[config.mk]
export PLATFORM = sky130hd
export DESIGN_NAME = rail_sequencer
export DESIGN_NICKNAME = d
export VERILOG_FILES = /design/src/rtl/seq_pkg.sv /design/src/rtl/seq_dep_eval.sv /design/src/rtl/seq_fault_fanout.sv /design/src/rtl/seq_rail_fsm.sv /design/src/rtl/rail_sequencer.sv
export SDC_FILE = /design/constraint.sdc
export NUM_CORES = 1
export LEC_CHECK = 0
export BUFFER_PORTS_ARGS = -buffer_cell sky130_fd_sc_hd__buf_2
export CAP_MARGIN = 20
export CORE_MARGIN = 4
export CORE_UTILIZATION = 62
export CTS_CLUSTER_SIZE = 16
export DETAILED_ROUTE_END_ITERATION = 10
export PLACE_DENSITY_LB_ADDON = 0.12
export SETUP_SLACK_MARGIN = 0.4
export SLEW_MARGIN = 20
export SYNTH_ARGS = -nofsm -noshare
export SYNTH_HDL_FRONTEND = slang
export SYNTH_HIERARCHICAL = 1
export SYNTH_SLANG_ARGS = --single-unit
export TNS_END_PERCENT = 5
[constraint.sdc]
create_clock -name clk -period 2.3 [get_ports clk]
set_input_delay 0.115 -clock clk [delete_from_list [all_inputs] [get_ports clk]]
set_output_delay 0.115 -clock clk [all_outputs]
set_load 0.03 [all_outputs]
[src/rtl/seq_pkg.sv]
package seq_pkg;
  typedef enum logic [2:0] {
    ST_OFF    = 3'd0,
    ST_ON_DLY = 3'd1,
    ST_ON     = 3'd2,
    ST_OFF_DLY = 3'd3,
    ST_FAULT  = 3'd4
  } rail_st_e;
endpackage

[src/rtl/seq_dep_eval.sv]
module seq_dep_eval #(
  parameter int NUM_RAILS = 4,
  parameter int MASK_W    = 16,
  parameter int NUM_GPI   = 8
) (
  input  logic [NUM_GPI-1:0]   gpi,
  input  logic [NUM_GPI-1:0]   gpi_q,
  input  logic [NUM_RAILS-1:0] rail_pg,
  input  logic [NUM_GPI-1:0]   on_gpi_m,
  input  logic [NUM_GPI-1:0]   off_gpi_m,
  input  logic [MASK_W-1:0]    on_rail_m,
  input  logic [MASK_W-1:0]    off_rail_m,
  output logic                 on_ok,
  output logic                 off_ok,
  output logic                 gpi_rise
);
  // Mask bits for rails that do not exist are dropped.
  localparam logic [MASK_W-1:0] PRESENT = MASK_W'((64'd1 << NUM_RAILS) - 64'd1);

  logic [MASK_W-1:0] pg_ext;
  logic [MASK_W-1:0] on_sel;
  logic [MASK_W-1:0] off_sel;

  always_comb begin
    pg_ext  = MASK_W'(rail_pg);
    on_sel  = on_rail_m & PRESENT;
    off_sel = off_rail_m & PRESENT;
    on_ok   = (&(~on_gpi_m | gpi)) & (&(~on_sel | pg_ext));
    off_ok  = (&(~off_gpi_m | ~gpi)) & (&(~off_sel | ~pg_ext));
    gpi_rise = |(on_gpi_m & gpi & ~gpi_q);
  end
endmodule

[src/rtl/seq_fault_fanout.sv]
module seq_fault_fanout #(
  parameter int NUM_RAILS = 4
) (
  input  logic [NUM_RAILS-1:0]           rail_fault,
  input  logic [NUM_RAILS*NUM_RAILS-1:0] slave_flat,
  output logic [NUM_RAILS-1:0]           fault_hit
);
  // fault_hit[j]: rail j's own fault, or a fault on any master i that names j
  always_comb begin
    for (int j = 0; j < NUM_RAILS; j++) begin
      fault_hit[j] = rail_fault[j];
      for (int i = 0; i < NUM_RAILS; i++) begin
        fault_hit[j] = fault_hit[j] | (rail_fault[i] & slave_flat[i*NUM_RAILS + j]);
      end
    end
  end
endmodule

[src/rtl/seq_rail_fsm.sv]
module seq_rail_fsm
  import seq_pkg::*;
#(
  parameter int NUM_RAILS = 4,
  parameter int MASK_W    = 16,
  parameter int NUM_GPI   = 8,
  parameter int DLY_W     = 8
) (
  input  logic                 clk,
  input  logic                 rst_n,
  input  logic                 tick_ms,
  input  logic                 wr_en,
  input  logic [NUM_GPI-1:0]   wr_on_gpi,
  input  logic [NUM_GPI-1:0]   wr_off_gpi,
  input  logic [MASK_W-1:0]    wr_on_rail,
  input  logic [MASK_W-1:0]    wr_off_rail,
  input  logic [NUM_RAILS-1:0] wr_slave,
  input  logic [DLY_W-1:0]     wr_ton,
  input  logic [DLY_W-1:0]     wr_toff,
  input  logic                 wr_pol,
  input  logic                 cmd_on,
  input  logic                 imm_off,
  input  logic                 fault_hit,
  input  logic                 on_ok,
  input  logic                 off_ok,
  input  logic                 gpi_rise,
  output logic [NUM_GPI-1:0]   on_gpi_m,
  output logic [NUM_GPI-1:0]   off_gpi_m,
  output logic [MASK_W-1:0]    on_rail_m,
  output logic [MASK_W-1:0]    off_rail_m,
  output logic [NUM_RAILS-1:0] slave_m,
  output logic                 rail_on,
  output logic                 en_pin
);
  rail_st_e         st;
  logic [DLY_W-1:0] cnt;
  logic [DLY_W-1:0] ton_r;
  logic [DLY_W-1:0] toff_r;
  logic             pol_r;
  logic             cmd_q;
  logic             rearm;

  assign rearm = (cmd_on & ~cmd_q) | gpi_rise;

  // configuration store
  always_ff @(posedge clk) begin
    if (!rst_n) begin
      on_gpi_m   <= '0;
      off_gpi_m  <= '0;
      on_rail_m  <= '0;
      off_rail_m <= '0;
      slave_m    <= '0;
      ton_r      <= '0;
      toff_r     <= '0;
      pol_r      <= 1'b0;
    end else if (wr_en) begin
      on_gpi_m   <= wr_on_gpi;
      off_gpi_m  <= wr_off_gpi;
      on_rail_m  <= wr_on_rail;
      off_rail_m <= wr_off_rail;
      slave_m    <= wr_slave;
      ton_r      <= wr_ton;
      toff_r     <= wr_toff;
      pol_r      <= wr_pol;
    end
  end

  // rail state machine: fault first, then configuration write, then normal flow
  always_ff @(posedge clk) begin
    if (!rst_n) begin
      st    <= ST_OFF;
      cnt   <= '0;
      cmd_q <= 1'b0;
    end else begin
      cmd_q <= cmd_on;
      if (fault_hit) begin
        st <= ST_FAULT;
      end else if (wr_en) begin
        st <= (st == ST_FAULT) ? ST_FAULT : ST_OFF;
      end else begin
        unique case (st)
          ST_OFF: begin
            if (!imm_off && cmd_on && on_ok) begin
              if (ton_r == '0) st <= ST_ON;
              else begin
                st  <= ST_ON_DLY;
                cnt <= ton_r;
              end
            end
          end
          ST_ON_DLY: begin
            if (imm_off || !cmd_on) st <= ST_OFF;
            else if (tick_ms) begin
              if (cnt <= DLY_W'(1)) st <= ST_ON;
              cnt <= cnt - DLY_W'(1);
            end
          end
          ST_ON: begin
            if (imm_off) st <= ST_OFF;
            else if (!cmd_on && off_ok) begin
              if (toff_r == '0) st <= ST_OFF;
              else begin
                st  <= ST_OFF_DLY;
                cnt <= toff_r;
              end
            end
          end
          ST_OFF_DLY: begin
            if (imm_off) st <= ST_OFF;
            else if (cmd_on) st <= ST_ON;
            else if (tick_ms) begin
              if (cnt <= DLY_W'(1)) st <= ST_OFF;
              cnt <= cnt - DLY_W'(1);
            end
          end
          ST_FAULT: begin
            if (rearm) st <= ST_OFF;
          end
          default: st <= ST_OFF;
        endcase
      end
    end
  end

  assign rail_on = (st == ST_ON) || (st == ST_OFF_DLY);
  assign en_pin  = rail_on ^ pol_r;

  // a rail only becomes on while its command is asserted
  assert_turn_on_needs_cmd_R2: assert property (@(posedge clk) disable iff (!rst_n)
    $rose(rail_on) |-> $past(cmd_on));

  // falling dependencies never switch an on rail off
  assert_on_holds_R4: assert property (@(posedge clk) disable iff (!rst_n)
    (rail_on && cmd_on && !imm_off && !fault_hit && !wr_en) |=> rail_on);

  // without a tick the turn-on delay cannot finish
  assert_delay_waits_tick_R3: assert property (@(posedge clk) disable iff (!rst_n)
    (st == ST_ON_DLY && !tick_ms && cmd_on && !imm_off && !fault_hit && !wr_en)
      |=> (st == ST_ON_DLY));

  // immediate off acts on the next edge
  assert_imm_off_R6: assert property (@(posedge clk) disable iff (!rst_n)
    imm_off |=> !rail_on);

  // a fault reaching this rail latches it in the fault state
  assert_fault_latches_R7: assert property (@(posedge clk) disable iff (!rst_n)
    fault_hit |=> (st == ST_FAULT));

  // no exit from the fault state without a rearm edge
  assert_fault_needs_rearm_R8: assert property (@(posedge clk) disable iff (!rst_n)
    (st == ST_FAULT && !rearm) |=> (st == ST_FAULT));

  // a configuration write releases the enable
  assert_cfg_release_R9: assert property (@(posedge clk) disable iff (!rst_n)
    wr_en |=> !rail_on);
endmodule

[src/rtl/rail_sequencer.sv]
module rail_sequencer #(
  parameter int NUM_RAILS = 4,
  parameter int MASK_W    = 16,
  parameter int NUM_GPI   = 8,
  parameter int DLY_W     = 8,
  localparam int SEL_W    = $clog2(MASK_W)
) (
  input  logic                 clk,
  input  logic                 rst_n,
  input  logic                 tick_ms,
  input  logic [NUM_GPI-1:0]   gpi,
  input  logic [NUM_RAILS-1:0] rail_pg,
  input  logic [NUM_RAILS-1:0] cmd_on,
  input  logic [NUM_RAILS-1:0] imm_off,
  input  logic [NUM_RAILS-1:0] rail_fault,
  input  logic                 cfg_we,
  input  logic [SEL_W-1:0]     cfg_sel,
  input  logic [NUM_GPI-1:0]   cfg_on_gpi,
  input  logic [NUM_GPI-1:0]   cfg_off_gpi,
  input  logic [MASK_W-1:0]    cfg_on_rail,
  input  logic [MASK_W-1:0]    cfg_off_rail,
  input  logic [NUM_RAILS-1:0] cfg_slave,
  input  logic [DLY_W-1:0]     cfg_ton,
  input  logic [DLY_W-1:0]     cfg_toff,
  input  logic                 cfg_pol,
  output logic [NUM_RAILS-1:0] en_pin
);
  logic [NUM_GPI-1:0]             gpi_q;
  logic [NUM_RAILS-1:0]           fault_hit;
  logic [NUM_RAILS*NUM_RAILS-1:0] slave_flat;
  logic [NUM_RAILS-1:0]           rail_on;

  always_ff @(posedge clk) begin
    if (!rst_n) gpi_q <= '0;
    else        gpi_q <= gpi;
  end

  seq_fault_fanout #(.NUM_RAILS(NUM_RAILS)) u_fanout (
    .rail_fault (rail_fault),
    .slave_flat (slave_flat),
    .fault_hit  (fault_hit)
  );

  for (genvar r = 0; r < NUM_RAILS; r++) begin : g_rail
    logic [NUM_GPI-1:0] on_gpi_m, off_gpi_m;
    logic [MASK_W-1:0]  on_rail_m, off_rail_m;
    logic               on_ok, off_ok, gpi_rise, wr_en;

    assign wr_en = cfg_we && (cfg_sel == SEL_W'(r));

    seq_dep_eval #(
      .NUM_RAILS(NUM_RAILS), .MASK_W(MASK_W), .NUM_GPI(NUM_GPI)
    ) u_dep (
      .gpi        (gpi),
      .gpi_q      (gpi_q),
      .rail_pg    (rail_pg),
      .on_gpi_m   (on_gpi_m),
      .off_gpi_m  (off_gpi_m),
      .on_rail_m  (on_rail_m),
      .off_rail_m (off_rail_m),
      .on_ok      (on_ok),
      .off_ok     (off_ok),
      .gpi_rise   (gpi_rise)
    );

    seq_rail_fsm #(
      .NUM_RAILS(NUM_RAILS), .MASK_W(MASK_W), .NUM_GPI(NUM_GPI), .DLY_W(DLY_W)
    ) u_fsm (
      .clk         (clk),
      .rst_n       (rst_n),
      .tick_ms     (tick_ms),
      .wr_en       (wr_en),
      .wr_on_gpi   (cfg_on_gpi),
      .wr_off_gpi  (cfg_off_gpi),
      .wr_on_rail  (cfg_on_rail),
      .wr_off_rail (cfg_off_rail),
      .wr_slave    (cfg_slave),
      .wr_ton      (cfg_ton),
      .wr_toff     (cfg_toff),
      .wr_pol      (cfg_pol),
      .cmd_on      (cmd_on[r]),
      .imm_off     (imm_off[r]),
      .fault_hit   (fault_hit[r]),
      .on_ok       (on_ok),
      .off_ok      (off_ok),
      .gpi_rise    (gpi_rise),
      .on_gpi_m    (on_gpi_m),
      .off_gpi_m   (off_gpi_m),
      .on_rail_m   (on_rail_m),
      .off_rail_m  (off_rail_m),
      .slave_m     (slave_flat[r*NUM_RAILS +: NUM_RAILS]),
      .rail_on     (rail_on[r]),
      .en_pin      (en_pin[r])
    );
  end

  // a rail becoming on must have had its own fault clear on that edge
  assert_no_on_under_fault_R1: assert property (@(posedge clk) disable iff (!rst_n)
    $rose(rail_on[0]) |-> !$past(fault_hit[0]));
endmodule

; Word-level counts from Yosys, hierarchy flattened
; Cells that the tools add are included.
[totals]
regBits = 236
inputBits = 101
[classes]
add_sub_neg = 4
n_lt_le_gt_ge = 4
n_eq_ne = 107
mux = 108
n_bitwise = 108
n_reduce_logical = 85
[ops]
columns = operator, count
row1 = two-way mux 8 bit, 36
row2 = two-way mux 3 bit, 56
row3 = inverter 4 -> 16 bit, 9
row4 = case mux 8 bit (4 select lines), 4
row5 = AND reduction 16 bit, 8
row6 = inverter 8 bit, 10
row7 = AND 8 bit, 8
row8 = zero test 8 bit, 8
row9 = OR 16 bit, 4
row10 = OR 16 x 4 -> 16 bit, 4
row11 = OR 8 bit, 8
row12 = AND reduction 8 bit, 8
row13 = case mux 3 bit (5 select lines), 4
row14 = AND reduction 7 bit, 8
row15 = inequality test 2 bit (second input constant), 24
row16 = inequality test 4 x 1 -> 1 bit (second input constant), 12
row17 = AND reduction 11 bit, 4
row18 = inequality test 5 x 2 -> 1 bit (second input constant), 8
row19 = less-or-equal comparator 8 x 1 -> 1 bit (second input constant), 4
row20 = inequality test 4 x 2 -> 1 bit (second input constant), 8
row21 = OR reduction 8 bit, 4
row22 = subtractor 8 x 1 -> 8 bit (second input constant), 4
row23 = AND 1 bit, 28
row24 = equality test 3 x 2 -> 1 bit (second input constant), 8
row25 = 22 further kinds, 137

; Depth between registers and ports, before layout
; Gate-level depths: netlist of the first run.
[logic_depth]
word_depth = 10
mapped_depth = 10
depth_no_buf = 9

; Modules after synthesis
; Netlist of the first run, hierarchy kept.
[by_module_without_submodules]
columns = mod, instances, cells_each, area_each_um2, seq_area_each_um2
row1 = seq_rail_fsm at g_rail[1].u_fsm ..., 3, 359, 3494.6, 1621.6
row2 = seq_rail_fsm at g_rail[0].u_fsm, 1, 370, 3716.1, 1621.6
row3 = seq_dep_eval, 4, 41, 240.2, 0.0
row4 = rail_sequencer, 1, 21, 275.3, 160.2
row5 = seq_fault_fanout, 1, 12, 65.1, 0.0

; Worst setup path before layout of the first run
; Ideal clock, no wire load.
[synth_timing]
path_kind = flip-flop to flip-flop
startpoint = register g_rail[0].u_fsm.off_gpi_m[3]
endpoint = register g_rail[0].u_fsm.cnt[5]
setup_time_ns = 0.116
t_arrival_ns = 1.812
path_slack_ns = 0.373
stages_incl_launch_ff = 10
synth_period_minus_slack_ns = 1.927
cell_sequence = dfxtp_1 > a22o_1 > a221oi_2 > and3_1 > nand2b_1 > a21oi_1 > o311ai_4 > or2_1 > buf_2 > a31o_1
[synth_between]
elab_chain_cells = 7
[synth_rtl]
columns = element, line
row1 = "start, declared", seq_rail_fsm.sv:28  ; output logic [NUM_GPI-1:0] off_gpi_m,
row2 = "start signal, assigned", seq_rail_fsm.sv:58  ; off_gpi_m <= wr_off_gpi;
row3 = inverter 8 bit, seq_dep_eval.sv:29  ; off_ok = (&(~off_gpi_m | ~gpi)) & (&(~off_sel | ~pg_ext));
row4 = OR 8 bit, seq_dep_eval.sv:29
row5 = AND reduction 8 bit, seq_dep_eval.sv:29
row6 = AND 1 bit, seq_dep_eval.sv:29
row7 = via g_rail[0].off_ok, rail_sequencer.sv:47  ; logic on_ok, off_ok, gpi_rise, wr_en;
row8 = logical AND 1 bit, seq_rail_fsm.sv:100  ; else if (!cmd_on && off_ok) begin
row9 = inequality test 2 x 1 -> 1 bit (no source line), n/a
row10 = AND reduction 11 bit (no source line), n/a
row11 = "end signal, assigned", seq_rail_fsm.sv:95  ; cnt <= cnt - DLY_W'(1);
row12 = "end signal, assigned", seq_rail_fsm.sv:104  ; cnt <= toff_r;
row13 = "end signal, assigned", seq_rail_fsm.sv:113  ; cnt <= cnt - DLY_W'(1);
row14 = "end, declared", seq_rail_fsm.sv:36  ; logic [DLY_W-1:0] cnt;
; The timed path passes the listed nets, and every way through them passes these cells.
; A chain may end at the register's enable or synchronous reset.

; Worst setup path in the final report of the first run
[layout_timing]
startpoint = register g_rail[2].u_fsm.off_gpi_m[5]
endpoint = register g_rail[2].u_fsm.cnt[4]
[layout_between]
elab_chain_cells = 7
[layout_rtl]
columns = element, line
row1 = "start, declared", seq_rail_fsm.sv:28
row2 = "start signal, assigned", seq_rail_fsm.sv:58
row3 = inverter 8 bit, seq_dep_eval.sv:29
row4 = OR 8 bit, seq_dep_eval.sv:29
row5 = AND reduction 8 bit, seq_dep_eval.sv:29
row6 = AND 1 bit, seq_dep_eval.sv:29
row7 = via g_rail[2].off_ok, rail_sequencer.sv:47
row8 = logical AND 1 bit, seq_rail_fsm.sv:100
row9 = inequality test 2 x 1 -> 1 bit (no source line), n/a
row10 = AND reduction 11 bit (no source line), n/a
row11 = "end signal, assigned", seq_rail_fsm.sv:95
row12 = "end signal, assigned", seq_rail_fsm.sv:104
row13 = "end signal, assigned", seq_rail_fsm.sv:113
row14 = "end, declared", seq_rail_fsm.sv:36
; The timed path passes the listed nets, and every way through them passes these cells.

==> results of run 1 <==
## sequential cells by signal, summed over array words and instances, names as in the netlist, 16 cells and up
register	count
g_rail.u_fsm/toff_r	32
g_rail.u_fsm/on_gpi_m	32
g_rail.u_fsm/cnt	32
g_rail.u_fsm/ton_r	32
g_rail.u_fsm/off_rail_m	16
g_rail.u_fsm/off_gpi_m	32
g_rail.u_fsm/on_rail_m	16
## layout make-up
class / count / area (µm²) / area share, %
multi-input cells: 948 / 6900 / 48.4
flip-flops and latches: 232 / 4650 / 32.7
repair buffers: 182 / 1310 / 9.20
clock buffers: 35 / 693 / 4.87
well taps: 260 / 325 / 2.28
inverters: 75 / 282 / 1.98
clock inverters: 9 / 85.1 / 0.597
## metal layers
metal	routed length [µm]	track usage (%)	up-vias	share of wire, %
li1	-	-	5063	-
met1	14300	41.3	5030	42
met2	15800	49.7	467	46
met3	2710	5.36	106	7.9
met4	1500	12.1	0	4.4
met5	0	0	-	0
## final timing paths
| path | depth (start not counted) | from | end |
|---|---|---|---|
| worst max-delay path | 7 | g_rail[2].u_fsm/off_gpi_m[5]$_SDFFE_PN0P_ | g_rail[2].u_fsm/cnt[4]$_SDFFE_PN0P_ |
| worst min-delay path | 3 | cfg_ton[1] | g_rail[3].u_fsm/ton_r[1]$_SDFFE_PN0P_ |
| worst max register to register | 7 | g_rail[2].u_fsm/off_gpi_m[5]$_SDFFE_PN0P_ | g_rail[2].u_fsm/cnt[4]$_SDFFE_PN0P_ |
| worst min register to register | 2 | g_rail[2].u_fsm/on_rail_m[2]$_SDFFE_PN0P_ | g_rail[2].u_fsm/on_rail_m[2]$_SDFFE_PN0P_ |
## power breakdown
group / total, µW / internal (µW) / switching (µW)
Clock: 3840 / 2220 / 1630
Sequential: 4170 / 4090 / 85.0
Combinational: 1130 / 477 / 650
Total: 9140 / 6780 / 2360
## stage by stage
stage,cell area [µm²],hold slack (ns)
4_1_cts,14200,0.00141
6_report,14200,-0.00552
2_1_floorplan,12100,0.237
3_5_place_dp,12700,0.398
3_3_place_gp,12700,0.394
5_1_grt,14200,0.00764
## repair_timing
action / in CTS / in global routing
pin swaps: 15 / 5
resized for setup: 29 / 10
gates cloned: 0 / 0
hold buffers: 52 / 0
hold endpoints to repair: 159 / 0
buffers inserted: 10 / 1
setup endpoints to repair: 47 / 48
## cells in the final DEF (no fill, tap or decap), drive strengths merged, types with 18 or more instances in the layout
master,count
a22oi,26
dfxtp,232
nor2,175
nand2,84
o21ai,42
a21oi,41
o22ai,33
clkbuf,35
dlygate4sd3,52
nand2b,18
nor2b,50
o211ai,25
buf,130
a221oi,24
mux2i,191
inv,75
nor4,29
## worst max-delay path, stage by stage, from the launching register on
cell and delay [ns]:
dfxtp_1 0.31, a22o_1 0.21, a221oi_2 0.24, and3_1 0.29, a21boi_2 0.32, o221ai_4 0.17, o311a_1 0.31, a41o_1 0.20
==> summary.md, run 1 <==
| Metric | Value |
|---|---|
| Outcome | finished with violations |
| Violated checks | negative hold slack |
| GRT Total Usage | 30.8% |
| WL/cell | 19.7 µm |
| Worst-path clk slew | 0.06 ns |
| Avg Cell Area, Syn | 8.97 µm² |
| Fill cell count | 1414 |
| CP Class | reg -> reg |
| Worst reg-to-reg setup slack | 0.14 ns |
| Required time of the critical path | 2.71 ns |
| DR pass1 iterations | 5 |
| Post-route DRC | 0 |
| RSZ-0062 raised after global routing | yes |
| Largest net degree at the start of global routing | 49 |
| Post-Route WL | 34.3 mm |
| Die height | 147 µm |
| CP Max Fanout | 3 |
| Worst-Skew Late Latency | 0.52 ns |
| Syn_nets | 1453 |
| Setup TNS Final | 0 ns |
| Grt ovf | 0 |
| Vias per cell | 6.13 |
| I/O pin cnt | 105 |
| DR iter-0 viols | 777 |
| Worst Hold Class | in -> reg |
| Worst rel slew slack | 44.0% |
| Cells after DPL | 1634 |
| Final Skew | 0.00714 ns |
| Core Area | 18900 µm² |
| Final Hold Fails | 4 |
| Root buf cell | clkbuf_16 |
| PortBufs | 80 |
| CTS Buf Count | 25 |
| Max Root-Sink Buffers | 3 |
| Sinks on Clock Net | 232 |
| Final setup viols | 0 |
| Final hold slack | -0.00552 ns |
| Synth Warn # | 6 |
| Period utilization | 93.7% |
| Detail Route Antenna Nets | 0 |
| ANT cells | 0 |
| CTS tree | built |
| Synthesis-to-layout area growth | 18.1% |
| Fmax | 464 MHz |
| Mapped Cells | 1344 |
| Worst Tran Pin Value | 0.841 ns |
| Hpwl dp | 23.0 mm |
| Width of the die | 147 µm |
| Initial antenna violation count | 0 |
| Max-cap violations | 0 |
| Vias in the first global route | 10300 |
| Initial Util | 63.8% |
| First-pass GRT wire length | 54.8 mm |
| Final core occ | 75.4% |
| Worst setup SP type | flip-flop |
| Pwr/cell area | 642 nW/µm² |
| Min Tclk post-route | 2.16 ns |
| Worst Setup End Kind | flip-flop |
| Design Power | 9140 µW |
| Finished Layout Cells | 1741 |
| Static Leak | 0.00521 µW |
| Slew Limit Fails | 0 |
| Via count | 10700 |
| H-tree levels | 1 |
| Fin nets | 1573 |
| Setup ws final | 0.145 ns |
| RePlAce Congestion | 0.936 |
| Die area | 21700 µm² |
| Layout cell share with drive strength beyond 1 | 18.4% |
| Worst slack, placed | 0.0612 ns |
| Max rail drop VDD | 0.731 mV |
| Row cnt | 50 |
| Cell Area, Synth | 12100 µm² |
| Crit path DAT | 2.57 ns |
No activity file was read; power rests on OpenSTA's default activity.
==> run 2: changes to the inputs <==
--- a/config.mk
+++ b/config.mk
@@ -7,8 +7,10 @@
 export LEC_CHECK = 0
 export BUFFER_PORTS_ARGS = -buffer_cell sky130_fd_sc_hd__buf_2
 export CAP_MARGIN = 20
+export CELL_PAD_IN_SITES_DETAIL_PLACEMENT = 0
+export CELL_PAD_IN_SITES_GLOBAL_PLACEMENT = 1
 export CORE_MARGIN = 4
-export CORE_UTILIZATION = 62
+export CORE_UTILIZATION = 48
 export CTS_CLUSTER_SIZE = 16
 export DETAILED_ROUTE_END_ITERATION = 10
 export PLACE_DENSITY_LB_ADDON = 0.12
==> constraint.sdc (replaced) <==
create_clock -name clk -period 2.3 [get_ports clk]
set_input_delay 0 -clock clk [delete_from_list [all_inputs] [get_ports clk]]
set_output_delay 0 -clock clk [all_outputs]
set_load 0.03 [all_outputs]
==> run 2 against run 1 <==
The flow now finishes without violations. Sequential share of layout area decreased by 1.1 points. First-iteration DRC count down 1.3%. Clock-buffer cell count rose by 3. Clock power grew 11%. Critical path type unchanged. Largest cell class unchanged.
==> summary.md, run 2 (same netlist as run 1, synthesis figures left out) <==
| Metric | Value |
|---|---|
| Final hold slack | 0.0246 ns |
| Largest net degree at the start of global routing | 53 |
| Max stage delay cell, worst path | dfxtp_1 |
| Cells after DPL | 1715 |
| Max-cap violations | 0 |
| CTS tree | built |
| CP Cell Sequence | a22o_1 > a221oi_2 > and3_2 > a21boi_2 > o221ai_4 > buf_4 > nor4_2 > a31o_1 |
| Setup TNS Final | 0 ns |
| CTS Buf Count | 26 |
| Static Leak | 0.00540 µW |
| Hpwl dp | 25.8 mm |
| Worst Setup End Kind | flip-flop |
| Final core occ | 60.0% |
| Root buf cell | clkbuf_16 |
| Worst-path clk slew | 0.06 ns |
| Max rail drop VDD | 0.521 mV |
| Initial Util | 49.2% |
| DR pass1 iterations | 5 |
| Commonest non-fill, non-tap cell in the layout | dfxtp_1 |
| Synthesis-to-layout area growth | 22.0% |
| Die area | 27700 µm² |
| Final Hold Fails | 0 |
| Sinks on Clock Net | 232 |
| Final setup viols | 0 |
| DR iter-0 viols | 767 |
| Bufs and invs on worst path | 1 |
| Min Tclk post-route | 2.16 ns |
| Core Area | 24500 µm² |
| Commonest non-fill, non-tap cells in the layout | dfxtp_1, mux2i_1, nor2_1, nand2_1, buf_2 |
| Detail Route Antenna Nets | 0 |
| Final Cell Area | 14700 µm² |
| CP Class | reg -> reg |
| RePlAce Congestion | 0.898 |
| Grt ovf | 0 |
| Worst-Skew Late Latency | 0.54 ns |
| Worst rel slew slack | 33.8% |
| Row cnt | 57 |
| First-pass GRT wire length | 57.9 mm |
| GRT Total Usage | 25.7% |
| Via count | 10500 |
| CP top delay family | compound AO/OA/AOI/OAI gates |
| Fin nets | 1601 |
| Post-Route WL | 37.0 mm |
| WL/cell | 20.2 µm |
| Initial antenna violation count | 0 |
| Finished Layout Cells | 1836 |
| Top Layer Used | met4 |
| WL met3 | 1.58 mm |
| Max Root-Sink Buffers | 3 |
| Width of the die | 167 µm |
| Metal-1 WL | 17.6 mm |
| ANT cells | 0 |
| I/O pin cnt | 105 |
| Vias in the first global route | 10000 |
| PortBufs | 80 |
| Final Skew | 0.0269 ns |
| Layout cell share with drive strength beyond 1 | 19.2% |
| RSZ-0062 raised after global routing | yes |
| Worst stage delay on the critical path | 0.31 ns |
| DP Area | 12900 µm² |
| Crit path DAT | 2.63 ns |
| Period utilization | 94.1% |
| Pwr/cell area | 653 nW/µm² |
| CP Max Fanout | 3 |
| Worst Tran Pin Value | 0.992 ns |
| Vias per cell | 5.71 |
| Fmax | 462 MHz |
| Slew Limit Fails | 0 |
| Required time of the critical path | 2.77 ns |
| Outcome | finished, final reports clean |
| H-tree levels | 1 |
| Worst Hold Class | in -> reg |
| Post-route DRC | 0 |
| Worst setup SP type | flip-flop |
| Met2 Wirelength | 16.8 mm |
| Die height | 167 µm |
[run 2: changes by cell type in the layout (fill, tap and decap cells not counted), moves of 2 or more]
cell / before / now
a221oi_2: 21 / 19
a221oi_4: 0 / 2
buf_12: 1 / 4
buf_4: 50 / 60
clkbuf_1: 7 / 4
clkbuf_8: 3 / 8
clkinv_2: 3 / 5
clkinvlp_4: 3 / 1
dlygate4sd3_1: 52 / 66
o31ai_1: 7 / 9
o31ai_2: 2 / 0
[run 2: final timing paths]
| path | start | endpoint | slack (ns) | cells after the start |
|---|---|---|---|---|
| max | g_rail[3].u_fsm/off_gpi_m[3]$_SDFFE_PN0P_ | g_rail[3].u_fsm/cnt[3]$_SDFFE_PN0P_ | 0.14 | 8 |
| min | rail_fault[0] | g_rail[2].u_fsm/st[2]$_SDFFE_PN0P_ | 0.02 | 5 |
| max reg2reg | g_rail[3].u_fsm/off_gpi_m[3]$_SDFFE_PN0P_ | g_rail[3].u_fsm/cnt[3]$_SDFFE_PN0P_ | 0.14 | 8 |
| min reg2reg | g_rail[1].u_fsm/cnt[6]$_SDFFE_PN0P_ | g_rail[1].u_fsm/cnt[6]$_SDFFE_PN0P_ | 0.49 | 2 |
[run 2: power breakdown]
part / internal [µW] / total (µW) / switching (µW)
registers: 4090 / 4170 / 79.8
logic: 501 / 1170 / 671
clock network: 2560 / 4270 / 1710
[run 2: what timing repair did]
| item | 4_1_cts | 5_1_grt |
|---|---|---|
| pin swaps | 9 | 6 |
| gates resized for setup | 26 | 11 |
| setup endpoints to repair | 45 | 45 |
| hold buffers | 66 | 0 |
| gates cloned | 0 | 0 |
| buffers inserted | 7 | 0 |
| endpoints found under the hold margin | 198 | 0 |
[run 2: area by class of cell]
type | instances | area (µm²)
Inverter | 75 | 282
Clock buffer | 38 | 776
Fill cell | 2274 | 9820
Clock inverter | 10 | 118
Tap cell | 324 | 405
Timing Repair Buffer | 209 | 1590
Sequential cell | 232 | 4650
Multi-Input combinational cell | 948 | 6900
[run 2: worst min-delay path, delay by kind of cell]
family                 cells  cell delay [ns]
AO/OA/AOI/OAI              2             0.20
buffers and inverters      2             0.19
AND/OR/NAND/NOR            1             0.13
[run 2: stage by stage]
step	total power [µW]	setup WS (ns)
2_1_floorplan	4850	0.429
3_3_place_gp	5280	0.0163
3_5_place_dp	5290	0.0130
4_1_cts	9660	0.143
5_1_grt	9980	0.0574
6_report	9610	0.135
[run 2: routing by layer]
layer | vias to the layer above | track usage (%)
met5 | - | 0
met4 | 0 | 6.79
met3 | 65 | 3.34
met2 | 284 | 41.3
met1 | 5014 | 36.5
li1 | 5124 | -
==> run 3: changes to the inputs <==
==> constraint.sdc (replaced) <==
create_clock -name clk -period 2.3 [get_ports clk]
set_input_delay 0.46 -clock clk [delete_from_list [all_inputs] [get_ports clk]]
set_output_delay 0.46 -clock clk [all_outputs]
set_load 0.03 [all_outputs]
==> run 3 against run 2 <==
Highest routed layer is now met5. Critical path depth is 2 higher. Core utilization is 2.5 points lower. Global-route usage is 1.1 points lower. Hold slack better by 0.18 ns. Clock-buffer cell count is 1 higher. Non-clock buffer count is 49 lower. Worst setup slack better by 0.047 ns. Design area is 4.1% lower. Die area stayed put. Wire length is 4.7% lower. Register-to-register slack better by 0.05 ns.
==> summary.md, run 3 (same netlist as run 1, synthesis figures left out) <==
| Metric | Value |
|---|---|
| CP Class | reg -> reg |
| Core Area | 24500 µm² |
| Worst Hold Class | in -> reg |
| Largest net degree at the start of global routing | 48 |
| Layout cell share with drive strength beyond 1 | 20.3% |
| Width of the die | 167 µm |
| Period utilization | 92.1% |
| First-pass GRT wire length | 55.6 mm |
| Grt ovf | 0 |
| H-tree levels | 1 |
| Reg-to-reg endpoint | g_rail[2].u_fsm/cnt[4]$_SDFFE_PN0P_ |
| Worst Tran Pin Value | 0.765 ns |
| WHS Path Cells | 3 |
| Initial Util | 49.2% |
| Crit path DAT | 2.54 ns |
| Commonest non-fill, non-tap cell in the layout | dfxtp_1 |
| Final Skew | 0.0141 ns |
| R2R Path Start | g_rail[2].u_fsm/on_gpi_m[7]$_SDFFE_PN0P_ |
| WL/cell | 19.8 µm |
| Synthesis-to-layout area growth | 17.0% |
| Worst Min Path Start | cfg_slave[2] |
| Required time of the critical path | 2.73 ns |
| Fill cell count | 2314 |
| Die area | 27700 µm² |
| Pwr/cell area | 651 nW/µm² |
| Row cnt | 57 |
| Final setup viols | 0 |
| Root buf cell | clkbuf_16 |
| CP Max Fanout | 3 |
| GRT Total Usage | 24.5% |
| PortBufs | 80 |
| Fmax | 472 MHz |
| Worst-Skew Late Latency | 0.53 ns |
| Max rail drop VDD | 0.469 mV |
| Fin nets | 1552 |
| CTS Buf Count | 26 |
| Crit path from | g_rail[2].u_fsm/on_gpi_m[7]$_SDFFE_PN0P_ |
| Initial antenna violation count | 4 |
| Max Root-Sink Buffers | 3 |
| Max-cap violations | 0 |
| Bufs and invs on worst path | 2 |
| Worst-path clk slew | 0.06 ns |
| Die height | 167 µm |
| R2R cell count | 10 |
| Vias in the first global route | 9998 |
| CTS tree | built |
| Hpwl dp | 25.3 mm |
| Commonest non-fill, non-tap cells in the layout | dfxtp_1, mux2i_1, nor2_1, nand2_1 |
| Worst stage delay on the critical path | 0.33 ns |
| Min-Delay Endpoint | g_rail[3].u_fsm/slave_m[2]$_SDFFE_PN0P_ |
| Post-route DRC | 0 |
| DR pass1 iterations | 5 |
| I/O pin cnt | 105 |
| Setup TNS Final | 0 ns |
| Worst reg-to-reg setup slack | 0.18 ns |
| Slew Limit Fails | 0 |
| Worst slack, placed | -0.292 ns |
| Static Leak | 0.00517 µW |
| CP top delay family | compound AO/OA/AOI/OAI gates |
| CTS hold repair buffers | 0 |
| Worst setup SP type | flip-flop |
| Setup ws final | 0.182 ns |
| Final Hold Fails | 0 |
| DR iter-0 viols | 676 |
| Max stage delay cell, worst path | dfxtp_2 |
| Post-Route WL | 35.3 mm |
| Sinks on Clock Net | 232 |
| Worst Setup End Kind | flip-flop |
| Worst rel slew slack | 48.5% |
| CP Cell Sequence | inv_2 > o22ai_2 > a221oi_2 > buf_4 > and3_4 > and3b_1 > o2111a_2 > o221ai_4 > o311a_1 > a41o_1 |
| RePlAce Congestion | 0.880 |
| Min Tclk post-route | 2.12 ns |
| RSZ-0062 raised after global routing | yes |
| Via count | 10200 |
| Vias per cell | 5.71 |
| Detail Route Antenna Nets | 0 |
| Outcome | finished, final reports clean |
run 3: how the worst max path moves through the flow:
stage / end / slack (ns) / cells past startpoint
after floorplan: g_rail[0].u_fsm/cnt[5]$_SDFFE_PN0P_ / 0.32 / 9
after global placement: g_rail[3].u_fsm/cnt[4]$_SDFFE_PN0P_ / -0.26 / 9
after detailed placement: g_rail[3].u_fsm/cnt[4]$_SDFFE_PN0P_ / -0.29 / 9
after CTS: g_rail[2].u_fsm/cnt[4]$_SDFFE_PN0P_ / 0.18 / 10
after global routing: g_rail[3].u_fsm/cnt[4]$_SDFFE_PN0P_ / 0.07 / 9
final: g_rail[2].u_fsm/cnt[4]$_SDFFE_PN0P_ / 0.18 / 10
run 3: worst reg2reg max path, cell delays in order (launching register included):
cell and delay (ns):
dfxtp_2 0.33, inv_2 0.05, o22ai_2 0.05, a221oi_2 0.18, buf_4 0.16, and3_4 0.18, and3b_1 0.18, o2111a_2 0.27
o221ai_4 0.12, o311a_1 0.30, a41o_1 0.19
run 3: per-layer routing:
layer | routed length (µm) | up-vias | track usage, %
li1 | - | 5036 | -
met1 | 16100 | 4865 | 33.0
met3 | 1480 | 69 | 3.53
met4 | 1050 | 6 | 6.55
met2 | 16600 | 211 | 41.6
met5 | 34 | - | 0
run 3: stage by stage:
stage | area [µm²] | total power, µW | hold WS [ns] | cells | utilization (%)
5_1_grt | 14100 | 9570 | 0.216 | 1784 | 57.5
3_5_place_dp | 13100 | 5310 | 0.482 | 1735 | 53.4
3_3_place_gp | 13100 | 5300 | 0.470 | 1735 | 53.4
4_1_cts | 14100 | 9280 | 0.189 | 1783 | 57.5
6_report | 14100 | 9190 | 0.201 | 1784 | 57.5
2_1_floorplan | 12100 | 4850 | 0.460 | 1344 | -
run 3: what timing repair did:
item,CTS,global route
pin swaps,10,3
hold endpoints to repair,0,0
gates resized for setup,41,2
gates cloned,0,0
endpoints found under the setup margin,48,48
setup buffers,4,0
run 3: cell type report:
type / count / area, µm² / area share [%]
Inverter: 75 / 282 / 1.99
Antenna cell: 1 / 2.50 / 0.0177
Tap cell: 324 / 405 / 2.87
Clock buffer: 39 / 729 / 5.17
Clock inverter: 5 / 63.8 / 0.452
Timing Repair Buffer: 160 / 1070 / 7.62
Multi-Input combinational cell: 948 / 6890 / 48.8
Sequential cell: 232 / 4660 / 33.0
run 3: power by group:
group	internal, µW	switching, µW	leakage, µW
Combinational	460	641	0.00291
Clock	2290	1630	0.000383
Sequential	4090	81.6	0.00188
Total	6840	2360	0.00517
